## src/rtl/pmseq_pkg.sv

```systemverilog
package pmseq_pkg;

    typedef enum logic [1:0] {
        PM_START = 2'd0,
        PM_SAVE  = 2'd1,
        PM_RUN   = 2'd2,
        PM_FAULT = 2'd3
    } pm_mode_e;

    typedef struct packed {
        pm_mode_e mode;
        logic     hv;
        logic     ref_on;
        logic     ref_hi;
        logic     sink;
        logic     reg_on;
        logic     ocp;
        logic     drv;
    } pm_reg_t;

    localparam pm_reg_t PM_RESET = '{mode: PM_START, default: 1'b0};

endpackage

```

## src/rtl/pmseq_edge.sv

```systemverilog
module pmseq_edge #(
    parameter int N = 2
) (
    input  logic         clk,
    input  logic         rst,
    input  logic [N-1:0] sig_i,
    output logic [N-1:0] fall_o,
    output logic [N-1:0] chg_o
);
    logic [N-1:0] prev_d, prev_q;

    for (genvar b = 0; b < N; b++) begin : g_bit
        assign fall_o[b] = prev_q[b] & ~sig_i[b];
        assign chg_o[b]  = prev_q[b] ^ sig_i[b];
    end

    always_comb begin
        prev_d = sig_i;
    end

    always_ff @(posedge clk) begin
        if (rst) prev_q <= '0;
        else     prev_q <= prev_d;
    end
endmodule

```

## src/rtl/pmseq_span.sv

```systemverilog
module pmseq_span #(
    parameter int LIMIT = 1000
) (
    input  logic clk,
    input  logic rst,
    input  logic clr_i,
    output logic done_o
);
    localparam int CW = $clog2(LIMIT + 1);

    logic [CW-1:0] cnt_d, cnt_q;

    assign done_o = (cnt_q == CW'(LIMIT));

    always_comb begin
        cnt_d = cnt_q;
        if (clr_i)        cnt_d = '0;
        else if (!done_o) cnt_d = cnt_q + CW'(1);
    end

    always_ff @(posedge clk) begin
        if (rst) cnt_q <= '0;
        else     cnt_q <= cnt_d;
    end

    a_r4_span_bound: assert property (@(posedge clk) disable iff (rst)
        cnt_q <= CW'(LIMIT));
endmodule

```

## src/rtl/pwr_mode_seq.sv

```systemverilog
module pwr_mode_seq
    import pmseq_pkg::*;
#(
    parameter int CLK_MHZ    = 100,
    parameter int SETTLE_US  = 10,
    parameter int TIMEOUT_US = 100
) (
    input  logic       clk,
    input  logic       rst,
    input  logic       sup_on_i,
    input  logic       sup_save_i,
    input  logic       sup_uvlo_i,
    input  logic       sup_refoff_i,
    input  logic       ref_good_i,
    input  logic       ref_ok_i,
    input  logic       hs_in_i,
    input  logic       ls_in_i,
    output logic       hv_src_en_o,
    output logic       ref_en_o,
    output logic       ref_hi_o,
    output logic       ref_sink_en_o,
    output logic       reg_en_o,
    output logic       ocp_en_o,
    output logic       drv_en_o,
    output logic [1:0] mode_o
);
    localparam int SETTLE_CYC = CLK_MHZ * SETTLE_US;
    localparam int IDLE_CYC   = CLK_MHZ * TIMEOUT_US;

    pm_reg_t    st_d, st_q;
    logic [1:0] fall, chg;
    logic       hs_fall, ls_chg, settle_done, idle_done;

    pmseq_edge #(.N(2)) i_edge (
        .clk    (clk),
        .rst    (rst),
        .sig_i  ({ls_in_i, hs_in_i}),
        .fall_o (fall),
        .chg_o  (chg)
    );
    assign hs_fall = fall[0];
    assign ls_chg  = chg[1];

    pmseq_span #(.LIMIT(SETTLE_CYC)) i_settle (
        .clk    (clk),
        .rst    (rst),
        .clr_i  (st_q.mode != PM_SAVE),
        .done_o (settle_done)
    );

    pmseq_span #(.LIMIT(IDLE_CYC)) i_idle (
        .clk    (clk),
        .rst    (rst),
        .clr_i  ((st_q.mode != PM_RUN) || ls_chg),
        .done_o (idle_done)
    );

    always_comb begin
        st_d = st_q;
        unique case (st_q.mode)
            PM_START: if (sup_on_i) st_d.mode = PM_SAVE;
            PM_SAVE: begin
                if (!sup_refoff_i)                             st_d.mode = PM_START;
                else if (settle_done && ref_good_i && hs_fall) st_d.mode = PM_RUN;
            end
            PM_RUN: begin
                if (!sup_uvlo_i || !ref_ok_i) st_d.mode = PM_FAULT;
                else if (idle_done)           st_d.mode = PM_SAVE;
            end
            PM_FAULT: begin
                if (!sup_refoff_i) st_d.mode = PM_START;
                else if (sup_on_i) st_d.mode = PM_SAVE;
            end
            default: st_d.mode = PM_START;
        endcase

        st_d.ref_on = (st_d.mode != PM_START);
        st_d.sink   = (st_d.mode == PM_START);
        st_d.ref_hi = (st_d.mode == PM_RUN);
        st_d.reg_on = (st_d.mode == PM_RUN);
        st_d.ocp    = (st_d.mode == PM_RUN);
        st_d.drv    = (st_d.mode == PM_RUN);

        unique case (st_d.mode)
            PM_START, PM_FAULT: st_d.hv = 1'b1;
            PM_RUN:             st_d.hv = 1'b0;
            default: begin
                if (sup_on_i)         st_d.hv = 1'b0;
                else if (!sup_save_i) st_d.hv = 1'b1;
                else                  st_d.hv = st_q.hv;
            end
        endcase
    end

    always_ff @(posedge clk) begin
        if (rst) st_q <= PM_RESET;
        else     st_q <= st_d;
    end

    assign hv_src_en_o   = st_q.hv;
    assign ref_en_o      = st_q.ref_on;
    assign ref_hi_o      = st_q.ref_hi;
    assign ref_sink_en_o = st_q.sink;
    assign reg_en_o      = st_q.reg_on;
    assign ocp_en_o      = st_q.ocp;
    assign drv_en_o      = st_q.drv;
    assign mode_o        = st_q.mode;

    // power-up leaves on the turn-on flag
    a_r2_leave_start: assert property (@(posedge clk) disable iff (rst)
        (st_q.mode == PM_START && sup_on_i) |=> (mode_o == PM_SAVE));

    // start-up source is off once turn-on is reached in standby
    a_r3_hv_stop: assert property (@(posedge clk) disable iff (rst)
        (st_q.mode == PM_SAVE && sup_on_i && sup_refoff_i) |=> !hv_src_en_o);

    // run is only entered from a qualified standby
    a_r4_run_entry: assert property (@(posedge clk) disable iff (rst)
        (st_q.mode == PM_SAVE && mode_o == PM_SAVE && !(settle_done && ref_good_i && hs_fall))
        |=> (mode_o != PM_RUN));

    // idle low-side input returns run to standby
    a_r6_idle_exit: assert property (@(posedge clk) disable iff (rst)
        (st_q.mode == PM_RUN && idle_done && sup_uvlo_i && ref_ok_i) |=> (mode_o == PM_SAVE));

    // supply or reference fault in run goes to fault hold
    a_r7_fault: assert property (@(posedge clk) disable iff (rst)
        (st_q.mode == PM_RUN && (!sup_uvlo_i || !ref_ok_i)) |=> (mode_o == PM_FAULT));

    // low supply in standby or fault hold returns to power-up
    a_r9_refoff: assert property (@(posedge clk) disable iff (rst)
        ((st_q.mode == PM_SAVE || st_q.mode == PM_FAULT) && !sup_refoff_i)
        |=> (mode_o == PM_START));

    // reference and its pull-down never fight
    a_r11_no_fight: assert property (@(posedge clk) disable iff (rst)
        !(ref_en_o && ref_sink_en_o));
endmodule

```

## config.mk

```make
export PLATFORM = sky130hd
export DESIGN_NAME = pwr_mode_seq
export DESIGN_NICKNAME = d
export VERILOG_FILES = /design/src/rtl/pmseq_pkg.sv /design/src/rtl/pmseq_edge.sv /design/src/rtl/pmseq_span.sv /design/src/rtl/pwr_mode_seq.sv
export SDC_FILE = /design/constraint.sdc
export NUM_CORES = 1
export LEC_CHECK = 0
export CAP_MARGIN = 40
export CORE_MARGIN = 3
export CORE_UTILIZATION = 60
export DETAILED_ROUTE_END_ITERATION = 16
export DONT_BUFFER_PORTS = 1
export PLACE_DENSITY_LB_ADDON = 0.12
export SYNTH_ARGS = -nofsm -noshare
export SYNTH_HDL_FRONTEND = slang
export SYNTH_SLANG_ARGS = --single-unit
```

## constraint.sdc

```tcl
create_clock -name clk -period 3.4 [get_ports clk]
set_clock_uncertainty 0.15 [all_clocks]
set_input_delay 0.34 -clock clk [delete_from_list [all_inputs] [get_ports clk]]
set_output_delay 0.34 -clock clk [all_outputs]
set_load 0.02 [all_outputs]
```

==> results of run 1 <==
stage by stage:
step | instance area (µm²) | power, mW | hold WS, ps | setup WS [ps] | util, %
floorplan | 1524 | 0.4174 | 318.2 | 549.9 | -
global placement | 1520 | 0.4198 | 261.6 | 470.6 | 65.57
detailed placement | 1520 | 0.4214 | 264.3 | 347.1 | 65.57
CTS | 1588 | 0.6039 | 46.31 | 328.9 | 68.48
global route | 1588 | 0.6247 | 51.31 | 153.0 | 68.48
finish | 1588 | 0.5952 | 58.43 | 323.0 | 68.48
cell usage after synthesis, drive strengths merged (2+ instances only):
master  number  area (µm²)
a21oi        4       20.02
and3         3       18.77
buf          4       27.52
clkbuf       3       11.26
dfxtp       32       640.6
ha           8       100.1
inv          8       30.03
mux2i        2       20.02
nand2        8       30.03
nand2b       2       12.51
nand3       10       50.05
nand3b       2       15.01
nand4        4       25.02
nor2        28       105.1
nor2b        4       25.02
nor3         7       35.03
nor4         2       12.51
o21ai        2       10.01
o32ai        2       17.52
or3          4       25.02
or4          2       15.01
xnor2       12       105.1
xor2         8       70.07
final timing paths:
kind | startpoint | end | slack [ps] | cells after the start
worst max-delay path | i_idle.cnt_q[0] | hv_src_en_o | 320 | 10
worst min-delay path | rst | mode_o[0] | 60 | 2
worst max register to register | i_idle.cnt_q[0] | hv_src_en_o | 320 | 10
worst min register to register | i_settle.cnt_q[7] | i_settle.cnt_q[7] | 370 | 2
logic make-up after synthesis:
family,Yosys count
compound gates,14
xor+xnor,20
fa+ha+maj,8
buf+inv,15
flops,32
mux,2
simple gates,82
registers in the layout (all words and copies together), names as in the netlist:
name / flops
ref_sink_en_o: 1
drv_en_o: 1
i_edge.prev_q: 2
mode_o: 2
i_idle.cnt_q: 14
ref_en_o: 1
i_settle.cnt_q: 10
hv_src_en_o: 1
metal layers:
layer | track usage (%) | part of all wire, %
met5 | 0 | 0
met4 | 9.153 | 2.6
met3 | 9.195 | 6.2
met2 | 31.72 | 44
met1 | 23.14 | 47
critical path, stage by stage, from the launching register on:
cell,delay [ps]
dfxtp_1,390
inv_1,90
ha_1,130
or4b_1,430
or4_1,660
and4_4,270
o32a_1,330
ha_1,300
nor2_1,40
a31oi_1,130
nor2_1,50
report_power, final:
part | leakage, nW | internal [mW] | switching [mW]
clock network | 0.0230 | 0.0690 | 0.110
registers | 0.259 | 0.381 | 0.0101
logic | 0.238 | 0.0126 | 0.0128
total | 0.521 | 0.462 | 0.133
area by class of cell:
cell class	instances	area [µm²]
clock buffers	5	37.54
fillers	189	730.7
inverters	8	30.03
multi-input cells	126	814.5
flip-flops and latches	32	640.6
well taps	28	35.03
repair buffers	3	30.03
==> flow_metrics.tcl, run 1 <==
set metrics [dict create \
    grt-ovfl-total 0 \
    synth_edf_count 0 \
    wirelength_um 2751 \
    antenna_found_initial 0 \
    die_area_mm2 0.003180 \
    ctsHoldBuffers 3 \
    cp-end-kind "flop" \
    synth_top_family_by_area "simple AND/OR/NAND/NOR gates" \
    grt_pass1_vias 1192 \
    synth_area_mm2 0.001524 \
    hold_path.class "input port to flop" \
    syn_to_final_growth_pct 4.187 \
    synth_area_per_cell_um2 8.809 \
    finalHoldViolCount 0 \
    io_pins 19 \
    vias 1165 \
    status "complete, no violations" \
    power.static_leakage_nw 0.5206 \
    slew_headroom_pct 49.76 \
    synth_warnings 0 \
    yosys_register_bits 32 \
    finalNetCount 194 \
    layout.cells.most_common_list "32 x dfxtp_1, 28 x nor2_1, 12 x xnor2_1" \
    port_buffers 0 \
    cp_max_fo 7 \
    h-tree-depth 2 \
    cp_data_arrival_time_ps 3130 \
    drv_cap 0 \
    synth-simple-area-share_pct 27.83 \
    cp.required_ps 3450 \
    dpl.cell_count 194 \
    cts_root_buf "clkbuf_4" \
    rsz0062_at_grt "no" \
    first_pass_iters 4 \
    seq_area_frac_synth_pct 42.04 \
    power_density_mw_per_mm2 374.9 \
    synthAdderAreaFrac_pct 6.568 \
    grt_pass1_wl_um 4995 \
    cts.sinks 32 \
    wl_per_cell_um 13.62 \
    drive_gt1_share_pct 4.023 \
    initial_utilization_pct 65.73 \
    clk_latency_ps 320 \
    critical_path_class "flop to flop" \
    place_congestion 0.8640 \
    cts_tree "yes" \
    vias_per_cell 5.767 \
    cts_buffers 5 \
    clk_path_buf_depth 2 \
    postCtsSetupBuffers 0 \
    yosys.cell_types.count 36 \
    report.final.slew_viol_count 0 \
    synthFlopType "dfxtp_1" \
    clk_pin_slew_worst_paths_ps 90 \
    peakVddDrop_v 0.0003646 \
    postRouteAntennaNets 0 \
    fmax_mhz 325.0 \
    die_w_um 56.40 \
    hpwlAfterDp_um 1992 \
    drc_errors 0 \
    core_area_mm2 0.002318 \
    synth-compound-area-share_pct 6.240 \
    timing.final.crit_share_pct 90.50 \
    finalSetupTns_ps 0 \
    drt_iter0_markers 27 \
    async_reset_ff_share_pct 0 \
    layout_commonest_cell "dfxtp_1" \
    syn_inst 173 \
    worst_slew_pin_slew_ps 752.5 \
    dieHeight_um 56.40 \
    grt_max_degree 15 \
    finalCriticalPeriod_ps 3077 \
    synth_fp_nets 191 \
    rows 17 \
    synth_xor_area_share_pct 11.49 \
    finalSetupViolCount 0 \
    fin_cells 202 \
    cp-start-kind "flop" \
    cts_resized 0 \
    track_usage_pct 20.10 \
    synthMuxAreaShare_pct 1.314 \
    antenna_cells 0 \
]
Note: power is estimated with default switching activity, not from simulation.
==> run 2: changes to the inputs <==
--- a/config.mk
+++ b/config.mk
@@ -11,5 +11,5 @@
 export DETAILED_ROUTE_END_ITERATION = 16
 export DONT_BUFFER_PORTS = 1
-export PLACE_DENSITY_LB_ADDON = 0.12
+export PLACE_DENSITY = 0.78
 export SYNTH_ARGS = -nofsm -noshare
 export SYNTH_HDL_FRONTEND = slang
--- a/constraint.sdc
+++ b/constraint.sdc
@@ -3,3 +3,3 @@
 set_input_delay 0.34 -clock clk [delete_from_list [all_inputs] [get_ports clk]]
 set_output_delay 0.34 -clock clk [all_outputs]
-set_load 0.02 [all_outputs]
+set_load 0.005 [all_outputs]
==> flow_metrics.tcl, run 2 (synthesized netlist as in run 1, its figures left out) <==
set metrics [dict create \
    grtUsageMet1_pct 22.90 \
    timing.rr.start "i_idle.cnt_q[0]" \
    power.static_leakage_nw 0.5398 \
    top_register "i_idle.cnt_q" \
    initial_utilization_pct 65.73 \
    die_w_um 56.40 \
    r2r_slack_ps 330 \
    cp-start-kind "flop" \
    rr_worst_depth 10 \
    biggestRegsByFlops "i_idle.cnt_q x14, i_settle.cnt_q x10" \
    worst_slew_pin_slew_ps 645.0 \
    power_density_mw_per_mm2 422.2 \
    rsz0062_at_grt "no" \
    syn_to_final_growth_pct 6.732 \
    clk_path_buf_depth 2 \
    min_from "rst" \
    cts_tree "yes" \
    cts_resized 0 \
    hold_path_depth 2 \
    finalCriticalPeriod_ps 3068 \
    peakVddDrop_v 0.0003289 \
    slew_headroom_pct 56.61 \
    dp_slack_ps 355.1 \
    clk_latency_ps 320 \
    vias_per_cell 5.883 \
    die_area_mm2 0.003180 \
    wl_per_cell_um 13.39 \
    finalSetupViolCount 0 \
    io_pins 19 \
    drive_gt1_share_pct 5.085 \
    layout.cells.most_common_list "32 x dfxtp_1, 28 x nor2_1, 12 x xnor2_1" \
    drt_iter0_markers 25 \
    port_buffers 0 \
    grt_pass1_wl_um 4809 \
    antenna_found_initial 0 \
    drc_errors 0 \
    layout_commonest_cell "dfxtp_1" \
    fmax_mhz 326.0 \
    largest_register_ffs 14 \
    first_pass_iters 4 \
    hold_path.class "input port to flop" \
    cp-end-kind "flop" \
    place_congestion 0.8502 \
    grt-ovfl-total 0 \
    hpwlAfterDp_um 1978 \
    finalSetupTns_ps 0 \
    track_usage_pct 19.20 \
    cts_buffers 5 \
    hold_path_end "mode_o[0]" \
    worstReg2RegEnd "hv_src_en_o" \
    cp_max_fo 7 \
    fin_ws_ps 332.3 \
    cts.sinks 32 \
    cts_root_buf "clkbuf_4" \
    h-tree-depth 2 \
    wirelength_um 2745 \
    report.final.slew_viol_count 0 \
    clk_pin_slew_worst_paths_ps 90 \
    critical_path_class "flop to flop" \
    status "complete, no violations" \
    grt-busiest-layer "met2" \
    ctsHoldBuffers 3 \
    dieHeight_um 56.40 \
    grt_use_met2_pct 29.22 \
    antenna_cells 0 \
    grt_max_degree 15 \
    grt_pass1_vias 1148 \
    vias 1206 \
    grt_util_met3_pct 8.736 \
    postCtsSetupBuffers 0 \
    core_area_mm2 0.002318 \
    cp.required_ps 3460 \
    cp_data_arrival_time_ps 3130 \
    rows 17 \
    finalNetCount 194 \
    postRouteAntennaNets 0 \
    drv_cap 0 \
    finalHoldViolCount 0 \
    timing.final.crit_share_pct 90.23 \
]
run 2: changes by cell type in the layout (fill, tap and decap cells not counted):
cell       before  now
bufinv_16       0    1
clkbuf_1        0    1
clkinv_2        0    1
run 2: area by class of cell:
class / instances / area (µm²)
Multi-Input combinational cell: 126 / 814.5
Clock buffer: 6 / 41.29
Tap cell: 28 / 35.03
Sequential cell: 32 / 640.6
Clock inverter: 2 / 35.03
Timing Repair Buffer: 3 / 30.03
Inverter: 8 / 30.03
Fill cell: 186 / 691.9
run 2: critical path: stages (launching register included):
cell     delay [ps]
dfxtp_1         390
inv_1            90
ha_1            130
or4b_1          420
or4_1           660
and4_4          270
o32a_1          330
ha_1            300
nor2_1           40
a31oi_1         130
nor2_1           50
run 2: layer usage:
metal  vias up  part of all wire [%]
li1        604                     -
met1       564                    46
met2        36                    47
met3         2                   6.3
met4         0                   1.1
met5         -                     0
run 2: where the power goes:
group | switching, mW | internal, mW | leakage [nW]
sequential | 0.00525 | 0.381 | 0.259
combinational | 0.0132 | 0.0127 | 0.238
clock | 0.120 | 0.154 | 0.0422
total | 0.139 | 0.548 | 0.540
run 2: worst max path at each step:
| stage | startpoint | to | slack (ps) | cells after the start |
|---|---|---|---|---|
| floorplan | i_idle.cnt_q[0] | hv_src_en_o | 550 | 11 |
| global placement | i_idle.cnt_q[0] | hv_src_en_o | 470 | 10 |
| detailed placement | i_idle.cnt_q[0] | hv_src_en_o | 360 | 10 |
| CTS | i_idle.cnt_q[0] | hv_src_en_o | 330 | 10 |
| global route | i_idle.cnt_q[0] | hv_src_en_o | 210 | 10 |
| finish | i_idle.cnt_q[0] | hv_src_en_o | 330 | 10 |
run 2: per-stage QoR:
stage / power, mW / cells / instance area, µm² / hold slack [ps] / util (%)
6_report: 0.6867 / 205 / 1627 / 44.42 / 70.16
5_1_grt: 0.7208 / 205 / 1627 / 31.76 / 70.16
3_3_place_gp: 0.4149 / 194 / 1520 / 261.9 / 65.57
4_1_cts: 0.6985 / 205 / 1627 / 20.34 / 70.16
2_1_floorplan: 0.4127 / 173 / 1524 / 318.2 / -
3_5_place_dp: 0.4169 / 194 / 1520 / 265.0 / 65.57
==> run 3: changes to the inputs <==
- CORE_MARGIN: 3 -> unset
==> flow_metrics.tcl, run 3 (synthesized netlist as in run 1, its figures left out) <==
set metrics [dict create \
    fmax_mhz 325.2 \
    grt_pass1_vias 1081 \
    pwr-share-comb_pct 3.6 \
    cp-end-kind "flop" \
    rows 17 \
    cts_root_buf "clkbuf_4" \
    fin_ws_ps 324.8 \
    port_buffers 0 \
    switching_share_pct 20.62 \
    grt_max_degree 15 \
    cts_buffers 5 \
    wl_met2_um 1401 \
    cts_resized 0 \
    slew_headroom_pct 59.12 \
    clockPowerShare_pct 40.3 \
    cts.sinks 32 \
    crit_family "simple AND/OR/NAND/NOR gates" \
    wl_per_cell_um 13.55 \
    dp_slack_ps 348.6 \
    hold_path.class "input port to flop" \
    switchingPower_mw 0.1421 \
    clk_path_buf_depth 2 \
    cp-start-kind "flop" \
    clk_pin_slew_worst_paths_ps 90 \
    finalNetCount 193 \
    core_area_mm2 0.002297 \
    intPower_mw 0.5468 \
    finalSetupViolCount 0 \
    drc_errors 0 \
    p_seq_share_pct 56.0 \
    slowest_stage "or4_1" \
    timing.final.crit_share_pct 90.45 \
    status "complete, no violations" \
    final_util_pct 70.37 \
    antenna_cells 0 \
    syn_to_final_growth_pct 6.075 \
    drt_iter0_markers 29 \
    report.final.slew_viol_count 0 \
    power_density_mw_per_mm2 426.2 \
    track_usage_pct 21.94 \
    postRouteAntennaNets 0 \
    grt-ovfl-total 0 \
    first_pass_iters 4 \
    worst_slew_pin_slew_ps 607.5 \
    nFillCells 185 \
    io_pins 19 \
    path_cells "inv_1 -> ha_1 -> or4b_1 -> or4_1 -> and4_4 -> o32a_1 -> ha_1 -> nor2_1 -> a31oi_1 -> nor2_1" \
    finalSetupTns_ps 0 \
    peakVddDrop_v 0.0003882 \
    finalCriticalPeriod_ps 3075 \
    critPathMaxStageDelay_ps 660 \
    h-tree-depth 2 \
    vias 1196 \
    drive_gt1_share_pct 5.114 \
    top_layer_used "met4" \
    path_buf_inv 1 \
    rsz0062_at_grt "no" \
    die_area_mm2 0.002745 \
    wl_met3_um 117 \
    ctsHoldBuffers 2 \
    cp_max_fo 7 \
    drv_cap 0 \
    multi_input_area_um2 814.5 \
    clk_latency_ps 320 \
    antenna_found_initial 0 \
    hpwlAfterDp_um 1961 \
    cp.required_ps 3460 \
    critical_path_class "flop to flop" \
    vias_per_cell 5.863 \
    finalHoldViolCount 0 \
    postCtsSetupBuffers 0 \
    cts_tree "yes" \
    top_register "i_idle.cnt_q" \
    wirelength_um 2764 \
    power.static_leakage_nw 0.5357 \
    dieHeight_um 52.40 \
    layout.cells.most_common_list "32 x dfxtp_1, 28 x nor2_1, 12 x xnor2_1" \
    cp_data_arrival_time_ps 3140 \
    largest_register_ffs 14 \
    grt_pass1_wl_um 4326 \
    met1Wirelength_um 1198 \
    die_w_um 52.40 \
    hold_slack_ps 7.629 \
    biggestRegsByFlops "i_idle.cnt_q x14, i_settle.cnt_q x10" \
    seqCellArea_um2 640.6 \
    initial_utilization_pct 66.34 \
    place_congestion 0.8771 \
    layout_commonest_cell "dfxtp_1" \
]
-- run 3: metal layers --
layer	GRT usage (%)	up-vias
li1	-	598
met1	24.24	554
met2	38.82	38
met3	6.087	6
met4	9.211	0
met5	0	-
-- run 3: worst paths after layout --
kind	from	to	slack (ps)	cells after the start
max	i_idle.cnt_q[0]	hv_src_en_o	320	10
min	ls_in_i	i_edge.prev_q[1]	8	1
max reg2reg	i_idle.cnt_q[0]	hv_src_en_o	320	10
min reg2reg	i_settle.cnt_q[7]	i_settle.cnt_q[7]	380	2
-- run 3: area by class of cell --
cell class              count  area share [%]
well taps                  28           2.167
flip-flops and latches     32           39.63
repair buffers              2           1.238
clock inverters             2           2.167
inverters                   8           1.858
multi-input cells         126           50.39
clock buffers               6           2.554
-- run 3: metrics by stage --
step	cells	instance area (µm²)	power (mW)
2_1_floorplan	173	1524	0.4127
3_3_place_gp	194	1520	0.4151
3_5_place_dp	194	1520	0.4169
4_1_cts	204	1617	0.6938
5_1_grt	204	1617	0.7149
6_report	204	1617	0.6889
-- run 3: power by group through the flow --
stage | sequential, mW | clock [mW] | combinational, mW
2_1_floorplan | 0.393 | 0 | 0.0194
3_3_place_gp | 0.394 | 0 | 0.0206
3_5_place_dp | 0.395 | 0 | 0.0219
4_1_cts | 0.386 | 0.283 | 0.0250
5_1_grt | 0.387 | 0.299 | 0.0290
6_report | 0.386 | 0.278 | 0.0251
